## config.mk

```make
export PLATFORM = sky130hd
export DESIGN_NAME = tsf_top
export DESIGN_NICKNAME = d
export VERILOG_FILES = /design/src/rtl/tsf_pkg.sv /design/src/rtl/tsf_pack.sv /design/src/rtl/tsf_store.sv /design/src/rtl/tsf_status.sv /design/src/rtl/tsf_top.sv
export SDC_FILE = /design/constraint.sdc
export NUM_CORES = 1
export LEC_CHECK = 0
export BUFFER_PORTS_ARGS = -buffer_cell sky130_fd_sc_hd__buf_2
export CORE_MARGIN = 2
export CORE_UTILIZATION = 30
export DETAILED_ROUTE_END_ITERATION = 8
export PLACE_DENSITY = 0.45
export SYNTH_ARGS = -nofsm -noshare
export SYNTH_HDL_FRONTEND = slang
export SYNTH_SLANG_ARGS = --single-unit
export TNS_END_PERCENT = 10
```

## constraint.sdc

```tcl
create_clock -name clk -period 2.9 [get_ports clk]
set_input_delay 0.58 -clock clk [delete_from_list [all_inputs] [get_ports clk]]
set_output_delay 0.58 -clock clk [all_outputs]
set_load 0.02 [all_outputs]
```

## src/rtl/tsf_pkg.sv

```systemverilog
package tsf_pkg;
  localparam int ENTRY_W   = 32;
  localparam int COORD_W   = 10;
  localparam int PEN_POS   = 31;
  localparam int X_LSB     = 16;
  localparam int Y_LSB     = 0;
  localparam int EMPTY_POS = 7;
  localparam int OVR_POS   = 8;
  localparam int REG_AW    = 2;

  typedef enum logic [REG_AW-1:0] {
    REG_STATUS = 2'd0,
    REG_CTRL   = 2'd1,
    REG_DATA   = 2'd2,
    REG_SPARE  = 2'd3
  } reg_sel_e;
endpackage

```

## src/rtl/tsf_pack.sv

```systemverilog
module tsf_pack #(
  parameter int WORD_W  = 32,
  parameter int COORD_W = 10,
  parameter int PEN_POS = 31,
  parameter int X_LSB   = 16,
  parameter int Y_LSB   = 0
) (
  input  logic               pen,
  input  logic [COORD_W-1:0] x_code,
  input  logic [COORD_W-1:0] y_code,
  output logic [WORD_W-1:0]  word
);
  always_comb begin
    word                   = '0;
    word[PEN_POS]          = pen;
    word[X_LSB +: COORD_W] = x_code;
    word[Y_LSB +: COORD_W] = y_code;
  end
endmodule

```

## src/rtl/tsf_store.sv

```systemverilog
module tsf_store #(
  parameter int WIDTH = 32,
  parameter int DEPTH = 4,
  localparam int PTR_W = (DEPTH > 1) ? $clog2(DEPTH) : 1,
  localparam int CNT_W = $clog2(DEPTH + 1)
) (
  input  logic             clk,
  input  logic             rst,
  input  logic             push,
  input  logic             pop_req,
  input  logic [WIDTH-1:0] din,
  output logic [WIDTH-1:0] head,
  output logic [CNT_W-1:0] cnt_q,
  output logic [CNT_W-1:0] cnt_nxt,
  output logic             empty,
  output logic             accept,
  output logic             pop,
  output logic             drop
);
  logic [WIDTH-1:0] mem [DEPTH];
  logic [PTR_W-1:0] wptr_q, rptr_q;
  logic             full;

  function automatic logic [PTR_W-1:0] bump(input logic [PTR_W-1:0] p);
    return (p == PTR_W'(DEPTH - 1)) ? '0 : p + 1'b1;
  endfunction

  assign empty  = (cnt_q == '0);
  assign full   = (cnt_q == CNT_W'(DEPTH));
  assign pop    = pop_req && !empty;
  assign accept = push && (!full || pop);
  assign drop   = push && full && !pop;

  always_comb begin
    unique case ({accept, pop})
      2'b10:   cnt_nxt = cnt_q + 1'b1;
      2'b01:   cnt_nxt = cnt_q - 1'b1;
      default: cnt_nxt = cnt_q;
    endcase
  end

  // storage array without reset so it maps to distributed memory
  always_ff @(posedge clk) begin
    if (accept) mem[wptr_q] <= din;
  end

  assign head = mem[rptr_q];

  always_ff @(posedge clk) begin
    if (rst) begin
      wptr_q <= '0;
      rptr_q <= '0;
      cnt_q  <= '0;
    end else begin
      if (accept) wptr_q <= bump(wptr_q);
      if (pop)    rptr_q <= bump(rptr_q);
      cnt_q <= cnt_nxt;
    end
  end
endmodule

```

## src/rtl/tsf_status.sv

```systemverilog
module tsf_status #(
  parameter int DEPTH     = 4,
  parameter int LOW_LEVEL = 1,
  localparam int CNT_W    = $clog2(DEPTH + 1)
) (
  input  logic             clk,
  input  logic             rst,
  input  logic             drop,
  input  logic             pop,
  input  logic [CNT_W-1:0] cnt_nxt,
  input  logic             thr_full_nxt,
  output logic             ovr_q,
  output logic             irq_q
);
  logic [CNT_W-1:0] thr;

  assign thr = thr_full_nxt ? CNT_W'(DEPTH) : CNT_W'(LOW_LEVEL);

  always_ff @(posedge clk) begin
    if (rst) begin
      ovr_q <= 1'b0;
      irq_q <= 1'b0;
    end else begin
      if (drop)
        ovr_q <= 1'b1;
      else if (pop && cnt_nxt == '0)
        ovr_q <= 1'b0;
      irq_q <= (cnt_nxt >= thr);
    end
  end
endmodule

```

## src/rtl/tsf_top.sv

```systemverilog
module tsf_top
  import tsf_pkg::*;
#(
  parameter int DEPTH = 4,
  localparam int CNT_W = $clog2(DEPTH + 1)
) (
  input  logic               clk,
  input  logic               rst,
  input  logic               smp_valid,
  input  logic               smp_pen,
  input  logic [COORD_W-1:0] smp_x,
  input  logic [COORD_W-1:0] smp_y,
  input  logic               host_rd,
  input  logic               host_wr,
  input  logic [REG_AW-1:0]  host_addr,
  input  logic               host_wdata,
  output logic [ENTRY_W-1:0] host_rdata,
  output logic               irq
);
  logic [ENTRY_W-1:0] packed_w, head, status_w;
  logic [CNT_W-1:0]   cnt_q, cnt_nxt;
  logic               empty, accept, pop, drop, ovr_q;
  logic               ctrl_q, ctrl_nxt, data_rd;
  reg_sel_e           sel;

  assign sel      = reg_sel_e'(host_addr);
  assign data_rd  = host_rd && (sel == REG_DATA);
  assign ctrl_nxt = (host_wr && sel == REG_CTRL) ? host_wdata : ctrl_q;

  tsf_pack #(
    .WORD_W(ENTRY_W), .COORD_W(COORD_W), .PEN_POS(PEN_POS),
    .X_LSB(X_LSB), .Y_LSB(Y_LSB)
  ) u_pack (
    .pen(smp_pen), .x_code(smp_x), .y_code(smp_y), .word(packed_w)
  );

  tsf_store #(.WIDTH(ENTRY_W), .DEPTH(DEPTH)) u_store (
    .clk(clk), .rst(rst), .push(smp_valid), .pop_req(data_rd),
    .din(packed_w), .head(head), .cnt_q(cnt_q), .cnt_nxt(cnt_nxt),
    .empty(empty), .accept(accept), .pop(pop), .drop(drop)
  );

  tsf_status #(.DEPTH(DEPTH), .LOW_LEVEL(1)) u_status (
    .clk(clk), .rst(rst), .drop(drop), .pop(pop), .cnt_nxt(cnt_nxt),
    .thr_full_nxt(ctrl_nxt), .ovr_q(ovr_q), .irq_q(irq)
  );

  always_comb begin
    status_w            = '0;
    status_w[EMPTY_POS] = empty;
    status_w[OVR_POS]   = ovr_q;
  end

  always_ff @(posedge clk) begin
    if (rst) begin
      ctrl_q     <= 1'b0;
      host_rdata <= '0;
    end else begin
      ctrl_q <= ctrl_nxt;
      if (host_rd) begin
        unique case (sel)
          REG_STATUS: host_rdata <= status_w;
          REG_CTRL:   host_rdata <= {{(ENTRY_W-1){1'b0}}, ctrl_q};
          REG_DATA:   host_rdata <= empty ? '0 : head;
          default:    host_rdata <= '0;
        endcase
      end
    end
  end
endmodule

```

Yosys cells after proc, flatten, opt, wreduce, memory -nomap -nowiden:

Memories as Yosys holds them, arrays and structs flattened. A register that Yosys moved wholly into a read port is not among the register bits.
Cells that the tools add are included.

* ROM bits: 0
* word-level logic and storage cells: 48
* input bits: 29
* memory bits (writable): 84
* latch bits: 0
* memories: 1
* output and inout bits: 33
* register bits after elaboration: 42

Memories
* u_store.mem: depth 4, width 21, rd ports 1, clocked after Yosys merged registers in 1, wr ports 1, RTL line tsf_store.sv:20 `logic [WIDTH-1:0] mem [DEPTH];`

* mux-type cells: 13
* add/subtract/negate cells: 4
* equality and inequality tests: 7
* reduce and logical (&&, ||, !) cells: 15
* shifts and indexed selects: 0
* divide/modulo/power cells: 0
* multipliers: 0
* order comparisons: 1
* bitwise logic cells: 0

Operators by type and width (count)
* case mux 32 bit (3 select lines): 1
* two-way mux 32 bit: 1
* == test 2 bit (second input constant): 4
* two-way mux 2 bit: 4
* logical AND 1 bit: 7
* logical NOT 3 bit: 2
* case mux 3 bit (2 select lines): 1
* two-way mux 1 bit: 5
* adder 2 x 1 -> 2 bit (second input constant): 2
* == test 2 x 1 -> 1 bit (second input constant): 2
* adder 3 x 1 -> 3 bit (second input constant): 1
* == test 3 bit (second input constant): 1
* greater-or-equal comparator 3 bit: 1
* logical NOT 1 bit: 3
* two-way mux 3 bit: 1
* subtractor 3 x 1 -> 3 bit (second input constant): 1
* logical NOT 2 bit: 1
* nonzero test 2 bit: 1
* logical OR 1 bit: 1

Longest topological paths before layout:

Gate-level depths: netlist of run 1.

* word-level depth: 11
* mapped depth: 13
* mapped depth without buffers: 11

Hierarchy:

A second synthesis of run 1 with hierarchy kept.

* cell total of the unflattened synthesis: 403
* area total of the unflattened synthesis: 6767.7 sq um

By module, submodules not included
* tsf_store: cells an instance 237, area each 5213.8 sq um, instances 1, sequential area each 4023.9 sq um
* tsf_top: cells an instance 120, area each 1188.6 sq um, instances 1, sequential area each 660.6 sq um
* tsf_pack: cells an instance 33, area each 244.0 sq um, instances 1, sequential area each 0.0 sq um
* tsf_status: cells an instance 13, area each 121.4 sq um, instances 1, sequential area each 40.0 sq um

Worst setup path before layout of run 1:

OpenSTA, ideal clock, no wires.

* path type: input -> register
* from: input host_rd
* to: register u_status.irq_q
* buffers on the path: 2
* setup time: 0.091 ns
* arrival: 2.750 ns
* cell stages on the path: 13
* slack: 0.059 ns
* data required time: 2.809 ns
* cell sequence: buf_6 -> and3b_1 -> buf_6 -> nand2_1 -> nor2_1 -> fa_1 -> nand4bb_1 -> o32a_1 -> o221a_2 -> inv_1 -> ha_1 -> nor2_1 -> a311oi_1

* word-level cells in the longest chain between the ends: 7
* elaborated cells on any way between the ends: 8
* those cells by class: order compare: 1; eq/ne: 2; mux: 1; reduce/logical: 4

RTL lines
* start: declaration: RTL line tsf_top.sv:13 `input logic host_rd,`
* logical AND 1 bit (*): RTL line tsf_top.sv:27 `assign data_rd = host_rd && (sel == REG_DATA);`
* logical AND 1 bit (*): RTL line tsf_store.sv:30 `assign pop = pop_req && !empty;`
* logical OR 1 bit: RTL line tsf_store.sv:31 `assign accept = push && (!full || pop);`
* logical AND 1 bit: RTL line tsf_store.sv:31
* == test 2 x 1 -> 1 bit / == test 2 bit (equally long branches): RTL line tsf_store.sv:35 `unique case ({accept, pop})`
* case mux 3 bit (2 select lines) (*): RTL line tsf_store.sv:35
* named net cnt_nxt[2]: RTL line tsf_top.sv:21 `logic [CNT_W-1:0] cnt_q, cnt_nxt;`
* greater-or-equal comparator 3 bit (*): RTL line tsf_status.sv:28 `irq_q <= (cnt_nxt >= thr);`
* end signal: assignment: RTL line tsf_status.sv:28
* end: declaration: RTL line tsf_status.sv:13 `output logic irq_q`

The timed path passes the listed nets; every way through them passes the cells marked *.
A chain may end at the register's enable or synchronous reset.

Worst setup path in the final report of run 1:

* from: register u_store.cnt_q[2]
* to: register u_status.irq_q

* word-level cells in the longest chain between the ends: 8
* elaborated cells on any way between the ends: 13
* those cells by class: add/sub: 2; order compare: 1; eq/ne: 3; mux: 1; reduce/logical: 6

RTL lines
* start: declaration: RTL line tsf_store.sv:13 `output logic [CNT_W-1:0] cnt_q,`
* start signal: assignment: RTL line tsf_store.sv:57 `cnt_q <= cnt_nxt;`
* logical NOT 3 bit: RTL line tsf_store.sv:28 `assign empty = (cnt_q == '0);`
* logical NOT 1 bit: RTL line tsf_store.sv:30
* logical AND 1 bit: RTL line tsf_store.sv:30
* logical OR 1 bit: RTL line tsf_store.sv:31
* logical AND 1 bit: RTL line tsf_store.sv:31
* == test 2 x 1 -> 1 bit / == test 2 bit (equally long branches): RTL line tsf_store.sv:35
* case mux 3 bit (2 select lines) (*): RTL line tsf_store.sv:35
* named net cnt_nxt[2]: RTL line tsf_top.sv:21
* greater-or-equal comparator 3 bit (*): RTL line tsf_status.sv:28

Marks and branches as above.

==> results of run 1 <==
final timing paths:
check	endpoint
setup reg to reg	u_status.irq_q
setup / recovery	u_status.irq_q
hold / removal	u_store.mem[0][4]
hold reg to reg	host_rdata[7]
report_power, final:
part / leakage (uW) / switching (uW) / internal [uW]
clock network: 0.000273 / 800 / 1220
registers: 0.00104 / 23.1 / 1870
logic: 0.000822 / 177 / 127
sequential cells by signal, summed over array words and instances (netlist names), named ones only:
register / cells
u_store.mem: 84
host_rdata: 21
u_store.cnt_q: 3
u_store.rptr_q: 2
u_store.wptr_q: 2
ctrl_q: 1
u_status.irq_q: 1
u_status.ovr_q: 1
cell usage in the layout (no fill, tap or decap), types with 3 or more instances in the layout:
| cell | synthesis | final |
|---|---|---|
| sky130_fd_sc_hd__buf_2 | 4 | 50 |
| sky130_fd_sc_hd__a21oi_1 | 22 | 21 |
| sky130_fd_sc_hd__edfxtp_1 | 84 | 84 |
| sky130_fd_sc_hd__clkinvlp_4 | 0 | 4 |
| sky130_fd_sc_hd__buf_4 | 11 | 16 |
| sky130_fd_sc_hd__conb_1 | 1 | 11 |
| sky130_fd_sc_hd__mux4_2 | 21 | 21 |
| sky130_fd_sc_hd__inv_6 | 0 | 6 |
| sky130_fd_sc_hd__and2_1 | 4 | 4 |
| sky130_fd_sc_hd__nor2b_1 | 15 | 15 |
| sky130_fd_sc_hd__nand2_1 | 10 | 10 |
| sky130_fd_sc_hd__clkbuf_16 | 0 | 17 |
| sky130_fd_sc_hd__ha_1 | 7 | 7 |
| sky130_fd_sc_hd__and2b_1 | 6 | 6 |
| sky130_fd_sc_hd__nor2_1 | 32 | 32 |
| sky130_fd_sc_hd__dfxtp_1 | 33 | 31 |
| sky130_fd_sc_hd__inv_1 | 6 | 6 |
| sky130_fd_sc_hd__mux2i_1 | 3 | 3 |
| sky130_fd_sc_hd__buf_12 | 0 | 4 |
| sky130_fd_sc_hd__o21ai_0 | 3 | 3 |
cell type report:
cell class	instances	area share [%]
inverters	6	0.388
repair buffers	70	7.77
flip-flops and latches	117	54.9
well taps	188	4.06
clock inverters	14	2.44
multi-input cells	160	22.8
clock buffers	18	7.57
critical path, delay by kind of cell, from the launching register on:
family / cells / cell delay (ns)
buffers and inverters: 1 / 0.06
AND/OR/NAND/NOR: 5 / 0.82
AO/OA/AOI/OAI: 3 / 0.86
flip-flops: 1 / 0.31
adder cells (fa/ha/maj): 2 / 0.51
routing by layer:
layer / global-route usage (%) / share of wire (%)
met1: 15.8 / 47
met2: 19.6 / 48
met3: 4.45 / 4.4
met4: 4.99 / 1.2
met5: 0 / 0
stage by stage:
stage          TNS [ns]  cells
2_1_floorplan         0    309
3_3_place_gp          0    541
3_5_place_dp   -0.00294    541
4_1_cts               0    573
5_1_grt               0    573
6_report              0    573
cell families (layout without fill, tap and decap cells):
logic type | count (synthesis) | count (layout) | share of synthesized area (%)
buffers and inverters | 32 | 108 | 4.32
DFF | 117 | 117 | 68.2
muxes | 24 | 24 | 10.8
xor gates and xnor gates | 1 | 1 | 0.188
adders and majority gates | 8 | 8 | 2.31
other | 1 | 11 | 0.0804
and+or+nand+nor | 74 | 74 | 8.18
AOI/OAI and AO/OA | 42 | 42 | 5.90
==> run summary, run 1 <==
Die Span Y -> 129 um
#FFs+latches synth -> 117
cell count after synthesis -> 299
synth top area cells -> sky130_fd_sc_hd__edfxtp_1, sky130_fd_sc_hd__dfxtp_1, sky130_fd_sc_hd__mux4_2
post-DR vias/cell -> 4.62
Sink Count -> 117
slowest stage delay, CP -> 0.40 ns
fraction of final layout cells with drive strength greater than 1 -> 33.8%
final worst-path setup slack -> 0.237 ns
Initial Util -> 30.7%
worst setup path category -> flip-flop to flip-flop
Final Power -> 4220 uW
register-to-register setup slack -> 0.24 ns
Max-cap violations -> 0
Seq/Total Area, Yosys -> 68.2%
violation count after the first detailed-routing iteration -> 115
top-count cell post-synth -> sky130_fd_sc_hd__edfxtp_1
final worst path period share -> 91.8%
post-CTS clock slew at the launch and capture registers of the worst setup and hold paths -> 0.06 ns
largest fanout of any net on the critical path -> 4
number of enable flip-flop cells after synthesis -> 84
required time of the worst setup path -> 3.21 ns
hold buffer count at CTS -> 0
worst slack after detailed placement -> -0.00294 ns
first element of the critical path -> u_store.cnt_q[2]
final antenna-violating net count -> 0
Clock Latency Late Sink -> 0.42 ns
max-slew headroom at the worst pin -> 51.1%
DIE WIDTH -> 129 um
cells resized by post-CTS repair -> 0
maximum vdd drop -> 0.431 mV
maximum level of the CTS H-tree -> 4
Area growth, synth to finish -> 24.3%
# fillers -> 1,441
cell area after synthesis -> 4660 um2
nature of the critical path startpoint -> flip-flop
number of port buffers -> 50
routability cong. -> 0.782
crit-path most repeated cell -> sky130_fd_sc_hd__nor2_1
unrepaired setup endpoints after global routing -> no
Slowest-stage cell, CP -> sky130_fd_sc_hd__or3_4
core occupancy in the finished layout -> 38.1%
wire length of the first global-routing pass -> 14.8 mm
startpoint of the worst register-to-register path -> u_store.cnt_q[2]
library cells used by synthesis -> 41
count of endpoints failing hold in the final timing report -> 0
count of vias placed by the detailed router -> 2,646
final worst clock skew -> 0.0147 ns
post-route cell area -> 5800 um2
final-report setup violation count -> 0
flip-flop and latch area -> 3190 um2
startpoint of the most critical hold path -> smp_y[4]
share of flip-flops with an asynchronous set or reset -> 0%
global route total overflow -> 0
Detailed Place HPWL -> 5.78 mm
Critical Path, Cell by Cell -> or3_4 -> nand2_1 -> nor2_1 -> fa_2 -> nand4bb_1 -> o32a_1 -> o221a_2 -> inv_1 -> ha_1 -> nor2_1 -> a311oi_1
Leak Pwr -> 0.00213 uW
Synth Area per Inst -> 15.6 um2
type of the worst min-delay path -> input port to flip-flop
wire length after detailed routing -> 9.62 mm
library cell with the largest summed area after synthesis -> sky130_fd_sc_hd__edfxtp_1
# DRC -> 0
final worst hold slack -> 0.380 ns
ant diodes -> 0
antenna violations before repair -> 0
io pins -> 62
core outline area -> 15,200 um2
Area after DPL -> 5210 um2
TritonCTS clock tree -> yes
CTS max path bufs -> 2
area of the die -> 16,600 um2
areal power density over the cells -> 728 nW/um2
total routing usage reported by global routing -> 12.5%
CP Capture Type -> flip-flop
most numerous cell types in the synthesized netlist -> sky130_fd_sc_hd__edfxtp_1, sky130_fd_sc_hd__dfxtp_1, sky130_fd_sc_hd__nor2_1
share of Yosys cell area claimed by the top area cell type -> 54.1%
Worst-Margin Slew -> 0.733 ns
number of nets in the layout -> 409
reg2reg path depth -> 11
WHS Path Cells -> 1
num rows -> 45
number of pins exceeding their max-slew limit in the final report -> 0
area of combinational cells with multiple inputs -> 1320 um2
root cell of the clock tree -> sky130_fd_sc_hd__clkbuf_16
clock buffers created by TritonCTS -> 17
Post-synth top flop -> sky130_fd_sc_hd__edfxtp_1
postcts setup bufs -> 0
outcome -> finished clean
pin count of the biggest net entering global routing -> 32
First-pass DRT Iterations -> 5
Worst EP arrival -> 2.98 ns
warning count from the yosys run -> 0
Final min period -> 2.66 ns
achievable frequency -> 375 MHz
number of global-route vias before repair -> 2,631
drt wl/cell -> 16.8 um
Power figures use the tool's default switching activity.
==> inputs of run 2 (changes only) <==
Settings changed: PLACE_DENSITY 0.45 to 0.43.
Clock period 2.9 ns to 3.1 ns, I/O delays scaled along.
==> run summary, run 2 (same netlist as run 1, synthesis figures left out) <==
pin count of the biggest net entering global routing -> 32 (unchanged)
Detailed Place HPWL -> 6.01 mm (+3.9%)
maximum level of the CTS H-tree -> 4 (unchanged)
max reg flops -> 84 (unchanged)
wire length after detailed routing -> 9.51 mm (-1.2%)
number of nets in the layout -> 406 (-0.73%)
antenna violations before repair -> 0 (unchanged)
slowest stage delay, CP -> 0.41 ns (about the same)
worst setup path category -> flip-flop to flip-flop
Final Power -> 4030 uW (-4.5%)
number of pins exceeding their max-slew limit in the final report -> 0 (unchanged)
first element of the critical path -> u_store.cnt_q[1]
final worst-path setup slack -> 0.275 ns (+0.0384 ns)
setup_tns -> 0 ns (unchanged)
post-CTS clock slew at the launch and capture registers of the worst setup and hold paths -> 0.06 ns (about the same)
final worst hold slack -> 0.428 ns (+0.0481 ns)
nature of the critical path startpoint -> flip-flop
First-pass DRT Iterations -> 4 (-1)
final-report setup violation count -> 0 (unchanged)
net switching fraction of the power -> 22.2% (-1.4 points)
post-route cell area -> 5770 um2 (-0.45%)
# fillers -> 1,448 (+0.49%)
routability cong. -> 0.757 (-3.2%)
number of global-route vias before repair -> 2,762 (+5.0%)
area of the die -> 16,600 um2 (unchanged)
achievable frequency -> 354 MHz (-5.7%)
most common cell after layout, fill and taps aside -> sky130_fd_sc_hd__edfxtp_1
reg-to-reg endpoint -> u_status.irq_q
Die Span Y -> 129 um (unchanged)
unrepaired setup endpoints after global routing -> no
cell internal pwr -> 3130 uW (-2.7%)
core outline area -> 15,200 um2 (unchanged)
reg2reg path depth -> 11 (unchanged)
Most flops, register -> u_store.mem
drt wl/cell -> 16.7 um (-0.63%)
num rows -> 45 (unchanged)
required time of the worst setup path -> 3.42 ns (+0.21 ns)
net switching power -> 896 uW (-10%)
maximum vdd drop -> 0.400 mV (-7.3%)
area of combinational cells with multiple inputs -> 1320 um2 (-0.19%)
startpoint of the worst register-to-register path -> u_store.cnt_q[1]
post-DR vias/cell -> 4.62 (+0.15%)
commonest cells after routing, fill and taps aside -> sky130_fd_sc_hd__edfxtp_1, sky130_fd_sc_hd__buf_2, sky130_fd_sc_hd__nor2_1, sky130_fd_sc_hd__dfxtp_1
register-to-register setup slack -> 0.28 ns (+0.04 ns)
root cell of the clock tree -> sky130_fd_sc_hd__clkbuf_16
violation count after the first detailed-routing iteration -> 184 (+60%)
final worst path period share -> 91.1% (-0.71 points)
worst slack after detailed placement -> 0.143 ns (+0.146 ns)
total routing usage reported by global routing -> 12.6% (+0.14 points)
Leak Pwr -> 0.00213 uW (about the same)
max-slew headroom at the worst pin -> 51.1% (about the same)
final antenna-violating net count -> 0 (unchanged)
part of the power in the clock network -> 49.3% (+1.4 points)
type of the worst min-delay path -> input port to flip-flop
hold buffer count at CTS -> 0 (unchanged)
register share of total power -> 44.1% (-0.8 points)
final worst clock skew -> 0.00684 ns (-0.00787 ns)
postcts setup bufs -> 0 (unchanged)
Sink Count -> 117 (unchanged)
Critical Path, Cell by Cell -> or3_4 -> nand2_1 -> nor2_1 -> fa_1 -> nand4bb_1 -> o32a_1 -> o221a_2 -> inv_1 -> ha_1 -> nor2_1 -> a311oi_1
end point of the critical path -> u_status.irq_q
flip-flop and latch area -> 3180 um2 (about the same)
Max-cap violations -> 0 (unchanged)
fraction of final layout cells with drive strength greater than 1 -> 32.5% (-1.3 points)
registers with the highest flip-flop counts -> u_store.mem: 84 flops, host_rdata: 21 flops, u_store.cnt_q: 3 flops
Crit path buffers/inverters -> 1 (unchanged)
cells resized by post-CTS repair -> 0 (unchanged)
Worst EP arrival -> 3.14 ns (+0.16 ns)
Initial Util -> 30.7% (unchanged)
Area growth, synth to finish -> 23.7%
crit-path most repeated cell -> sky130_fd_sc_hd__nor2_1
outcome -> finished clean
areal power density over the cells -> 698 nW/um2 (-4.1%)
CTS max path bufs -> 2 (unchanged)
# DRC -> 0 (unchanged)
depth of the critical timing path with buffers and inverters included -> 11 (unchanged)
Clock Latency Late Sink -> 0.41 ns (about the same)
clock buffers created by TritonCTS -> 17 (unchanged)
CP Capture Type -> flip-flop
DIE WIDTH -> 129 um (unchanged)
global route total overflow -> 0 (unchanged)
ant diodes -> 0 (unchanged)
count of vias placed by the detailed router -> 2,636 (-0.38%)
wire length of the first global-routing pass -> 15.0 mm (+1.8%)
combinational share of power -> 6.6% (-0.6 points)
io pins -> 62 (unchanged)
largest fanout of any net on the critical path -> 7 (+3)
Final min period -> 2.82 ns (+0.162 ns)
count of endpoints failing hold in the final timing report -> 0 (unchanged)
Top Family by Delay on Critical Path -> simple AND/OR/NAND/NOR gates
number of port buffers -> 50 (unchanged)
Slowest-stage cell, CP -> sky130_fd_sc_hd__or3_4
TritonCTS clock tree -> yes
Worst-Margin Slew -> 0.733 ns (+0.0000494 ns)
Area after DPL -> 5170 um2 (-0.91%)
==> run 2: worst min-delay path by stage <==
stage / start / to / slack, ns / cells past startpoint
after floorplan: u_store.rptr_q[1] / flip-flop / 0.45 / 2
after global placement: ctrl_q / host_rdata[0] / 0.47 / 2
after detailed placement: ctrl_q / host_rdata[0] / 0.47 / 2
after CTS: smp_x[1] / u_store.mem[1][11] / 0.41 / 1
after global routing: smp_x[4] / u_store.mem[0][14] / 0.41 / 1
final: smp_y[4] / u_store.mem[3][4] / 0.43 / 1
==> run 2: power groups by stage <==
| stage | logic, uW | registers [uW] | clock network (uW) |
|---|---|---|---|
| after floorplan | 172 | 1810 | 0 |
| after global placement | 274 | 1810 | 0 |
| after detailed placement | 273 | 1810 | 0 |
| after CTS | 274 | 1780 | 2040 |
| after global routing | 299 | 1780 | 2100 |
| final | 268 | 1780 | 1990 |
==> run 2: final cells by class <==
cell class	instances	area share, %
clock buffers	18	7.44
inverters	6	0.390
clock inverters	14	3.06
multi-input cells	160	22.9
repair buffers	67	6.98
well taps	188	4.08
flip-flops and latches	117	55.2
==> run 2: metrics by stage <==
step,cells,util (%)
detailed placement,538,34.0
CTS,570,38.0
global placement,538,34.0
floorplan,309,-
finish,570,38.0
global route,570,38.0
==> run 2: layer usage <==
| metal | global-route usage [%] | share of wire (%) |
|---|---|---|
| met1 | 15.9 | 45 |
| met2 | 20.1 | 49 |
| met3 | 4.37 | 4.6 |
| met4 | 4.99 | 1.2 |
| met5 | 0 | 0 |
==> inputs of run 3 (changes only) <==
Settings changed: PLACE_DENSITY 0.43 to 0.5.
Clock period 3.1 ns to 3.5 ns, I/O delays scaled along.
==> run summary, run 3 (same netlist as run 1, synthesis figures left out) <==
wire length after detailed routing -> 9.09 mm (-4.4%)
final worst clock skew -> 0.0135 ns (+0.00663 ns)
Slowest-stage cell, CP -> sky130_fd_sc_hd__or3_4
slowest stage delay, CP -> 0.44 ns (+0.03 ns)
final antenna-violating net count -> 0 (unchanged)
fraction of final layout cells with drive strength greater than 1 -> 29.5% (-3.0 points)
cells resized by post-CTS repair -> 0 (unchanged)
type of the worst min-delay path -> flip-flop to flip-flop
required time of the worst setup path -> 3.81 ns (+0.39 ns)
ant diodes -> 0 (unchanged)
placed instance count -> 529 (-1.7%)
nature of the critical path startpoint -> flip-flop
commonest cells after routing, fill and taps aside -> sky130_fd_sc_hd__edfxtp_1, sky130_fd_sc_hd__buf_2, sky130_fd_sc_hd__nor2_1, sky130_fd_sc_hd__dfxtp_1
number of port buffers -> 50 (unchanged)
core outline area -> 15,200 um2 (unchanged)
number of pins exceeding their max-slew limit in the final report -> 0 (unchanged)
number of global-route vias before repair -> 2,637 (-4.5%)
post-layout instance count excluding filler cells -> 561 (-1.6%)
max reg flops -> 84 (unchanged)
Leak Pwr -> 0.00207 uW (-3.2%)
io pins -> 62 (unchanged)
count of vias placed by the detailed router -> 2,598 (-1.4%)
Worst EP arrival -> 3.19 ns (+0.05 ns)
TritonCTS clock tree -> yes
final-report setup violation count -> 0 (unchanged)
hold buffer count at CTS -> 0 (unchanged)
unrepaired setup endpoints after global routing -> no
largest fanout of any net on the critical path -> 9 (+2)
num rows -> 45 (unchanged)
CP Capture Type -> flip-flop
achievable frequency -> 347 MHz (-1.9%)
drt wl/cell -> 16.2 um (-2.8%)
setup_tns -> 0 ns (unchanged)
# fillers -> 1,477 (+2.0%)
WHS Path Cells -> 2 (+1)
routability cong. -> 0.776 (+2.5%)
total routing usage reported by global routing -> 11.9% (-0.77 points)
maximum level of the CTS H-tree -> 4 (unchanged)
Sink Count -> 117 (unchanged)
number of nets in the layout -> 397 (-2.2%)
Detailed Place HPWL -> 5.61 mm (-6.6%)
violation count after the first detailed-routing iteration -> 180 (-2.2%)
Max-cap violations -> 0 (unchanged)
count of endpoints failing hold in the final timing report -> 0 (unchanged)
Clock Latency Late Sink -> 0.41 ns (about the same)
pin count of the biggest net entering global routing -> 32 (unchanged)
flip-flop and latch area -> 3180 um2 (unchanged)
global route total overflow -> 0 (unchanged)
maximum vdd drop -> 0.373 mV (-6.8%)
end point of the critical path -> u_status.irq_q
area of the die -> 16,600 um2 (unchanged)
Final min period -> 2.88 ns (+0.0555 ns)
DIE WIDTH -> 129 um (unchanged)
Most flops, register -> u_store.mem
most common cell after layout, fill and taps aside -> sky130_fd_sc_hd__edfxtp_1
antenna violations before repair -> 1 (+1)
postcts setup bufs -> 0 (unchanged)
CTS max path bufs -> 2 (unchanged)
register-to-register setup slack -> 0.62 ns (+0.34 ns)
areal power density over the cells -> 607 nW/um2 (-13%)
worst setup path category -> flip-flop to flip-flop
final worst path period share -> 82.3% (-8.8 points)
startpoint of the worst register-to-register path -> u_store.cnt_q[2]
First-pass DRT Iterations -> 4 (unchanged)
area of combinational cells with multiple inputs -> 1320 um2 (unchanged)
wire length of the first global-routing pass -> 14.3 mm (-5.1%)
# DRC -> 0 (unchanged)
Area growth, synth to finish -> 20.8%
first element of the critical path -> u_store.cnt_q[2]
reg-to-reg endpoint -> u_status.irq_q
Final Power -> 3420 uW (-15%)
clock buffers created by TritonCTS -> 17 (unchanged)
root cell of the clock tree -> sky130_fd_sc_hd__clkbuf_16
max-slew headroom at the worst pin -> 45.6% (-5.6 points)
reg2reg path depth -> 11 (unchanged)
post-CTS clock slew at the launch and capture registers of the worst setup and hold paths -> 0.05 ns (about the same)
crit-path most repeated cell -> sky130_fd_sc_hd__nor2_1
registers with the highest flip-flop counts -> u_store.mem: 84 flops, host_rdata: 21 flops, u_store.cnt_q: 3 flops
Die Span Y -> 129 um (unchanged)
Worst-Margin Slew -> 0.816 ns (+0.0834 ns)
Critical Path, Cell by Cell -> or3_4 -> nand2_1 -> nor2_1 -> fa_1 -> nand4bb_1 -> o32a_1 -> o221a_2 -> inv_1 -> ha_1 -> nor2_1 -> a311oi_1
outcome -> finished clean
post-DR vias/cell -> 4.63 (+0.14%)
Initial Util -> 30.7% (unchanged)
-- run 3: cell types whose count changed in the layout (fill, tap and decap cells not counted), sizes merged --
cell      previous run  this run
clkbuf              18        22
clkinvlp             2         0
buf                 67        58
clkinv               5         8
inv                 10         6
bufinv               3         2
-- run 3: report_power, final --
group / total, uW / switching (uW) / internal, uW
registers: 1580 / 27.1 / 1550
logic: 220 / 131 / 88.4
clock network: 1620 / 564 / 1060
total: 3420 / 723 / 2700
-- run 3: layout make-up --
| class | instances | share of cell area [%] |
|---|---|---|
| Sequential cell | 117 | 56.5 |
| Multi-Input combinational cell | 160 | 23.4 |
| Clock buffer | 22 | 8.06 |
| Tap cell | 188 | 4.17 |
| Clock inverter | 10 | 1.93 |
| Inverter | 6 | 0.400 |
| Timing Repair Buffer | 58 | 5.50 |
-- run 3: per-layer routing --
layer,track usage [%],up-vias,wire (um)
met5,0,-,7
li1,-,1236,-
met4,5.12,2,145
met3,4.41,11,475
met2,18.4,70,4300
met1,15.0,1279,4160
-- run 3: worst max-delay path, delay by kind of cell (launching register included) --
family	cells	cell delay (ns)
fa+ha+maj	2	0.56
buf+inv	1	0.06
simple gates	5	0.91
flops	1	0.39
compound gates	3	0.84
-- run 3: how the worst min path moves through the flow --
stage	start	end	slack, ns
2_1_floorplan	u_store.rptr_q[1]	flip-flop	0.45
3_3_place_gp	ctrl_q	host_rdata[0]	0.47
3_5_place_dp	ctrl_q	host_rdata[0]	0.48
4_1_cts	ctrl_q	host_rdata[0]	0.49
5_1_grt	smp_y[2]	u_store.mem[2][2]	0.50
6_report	ctrl_q	host_rdata[0]	0.48
-- run 3: per-stage QoR --
stage	worst slack, ns	area (um2)	hold WS, ns	util, %
floorplan	0.539	4700	0.454	-
global placement	0.391	5070	0.474	33.4
detailed placement	0.350	5070	0.483	33.4
CTS	0.596	5640	0.487	37.1
global route	0.414	5640	0.500	37.1
finish	0.620	5640	0.483	37.1
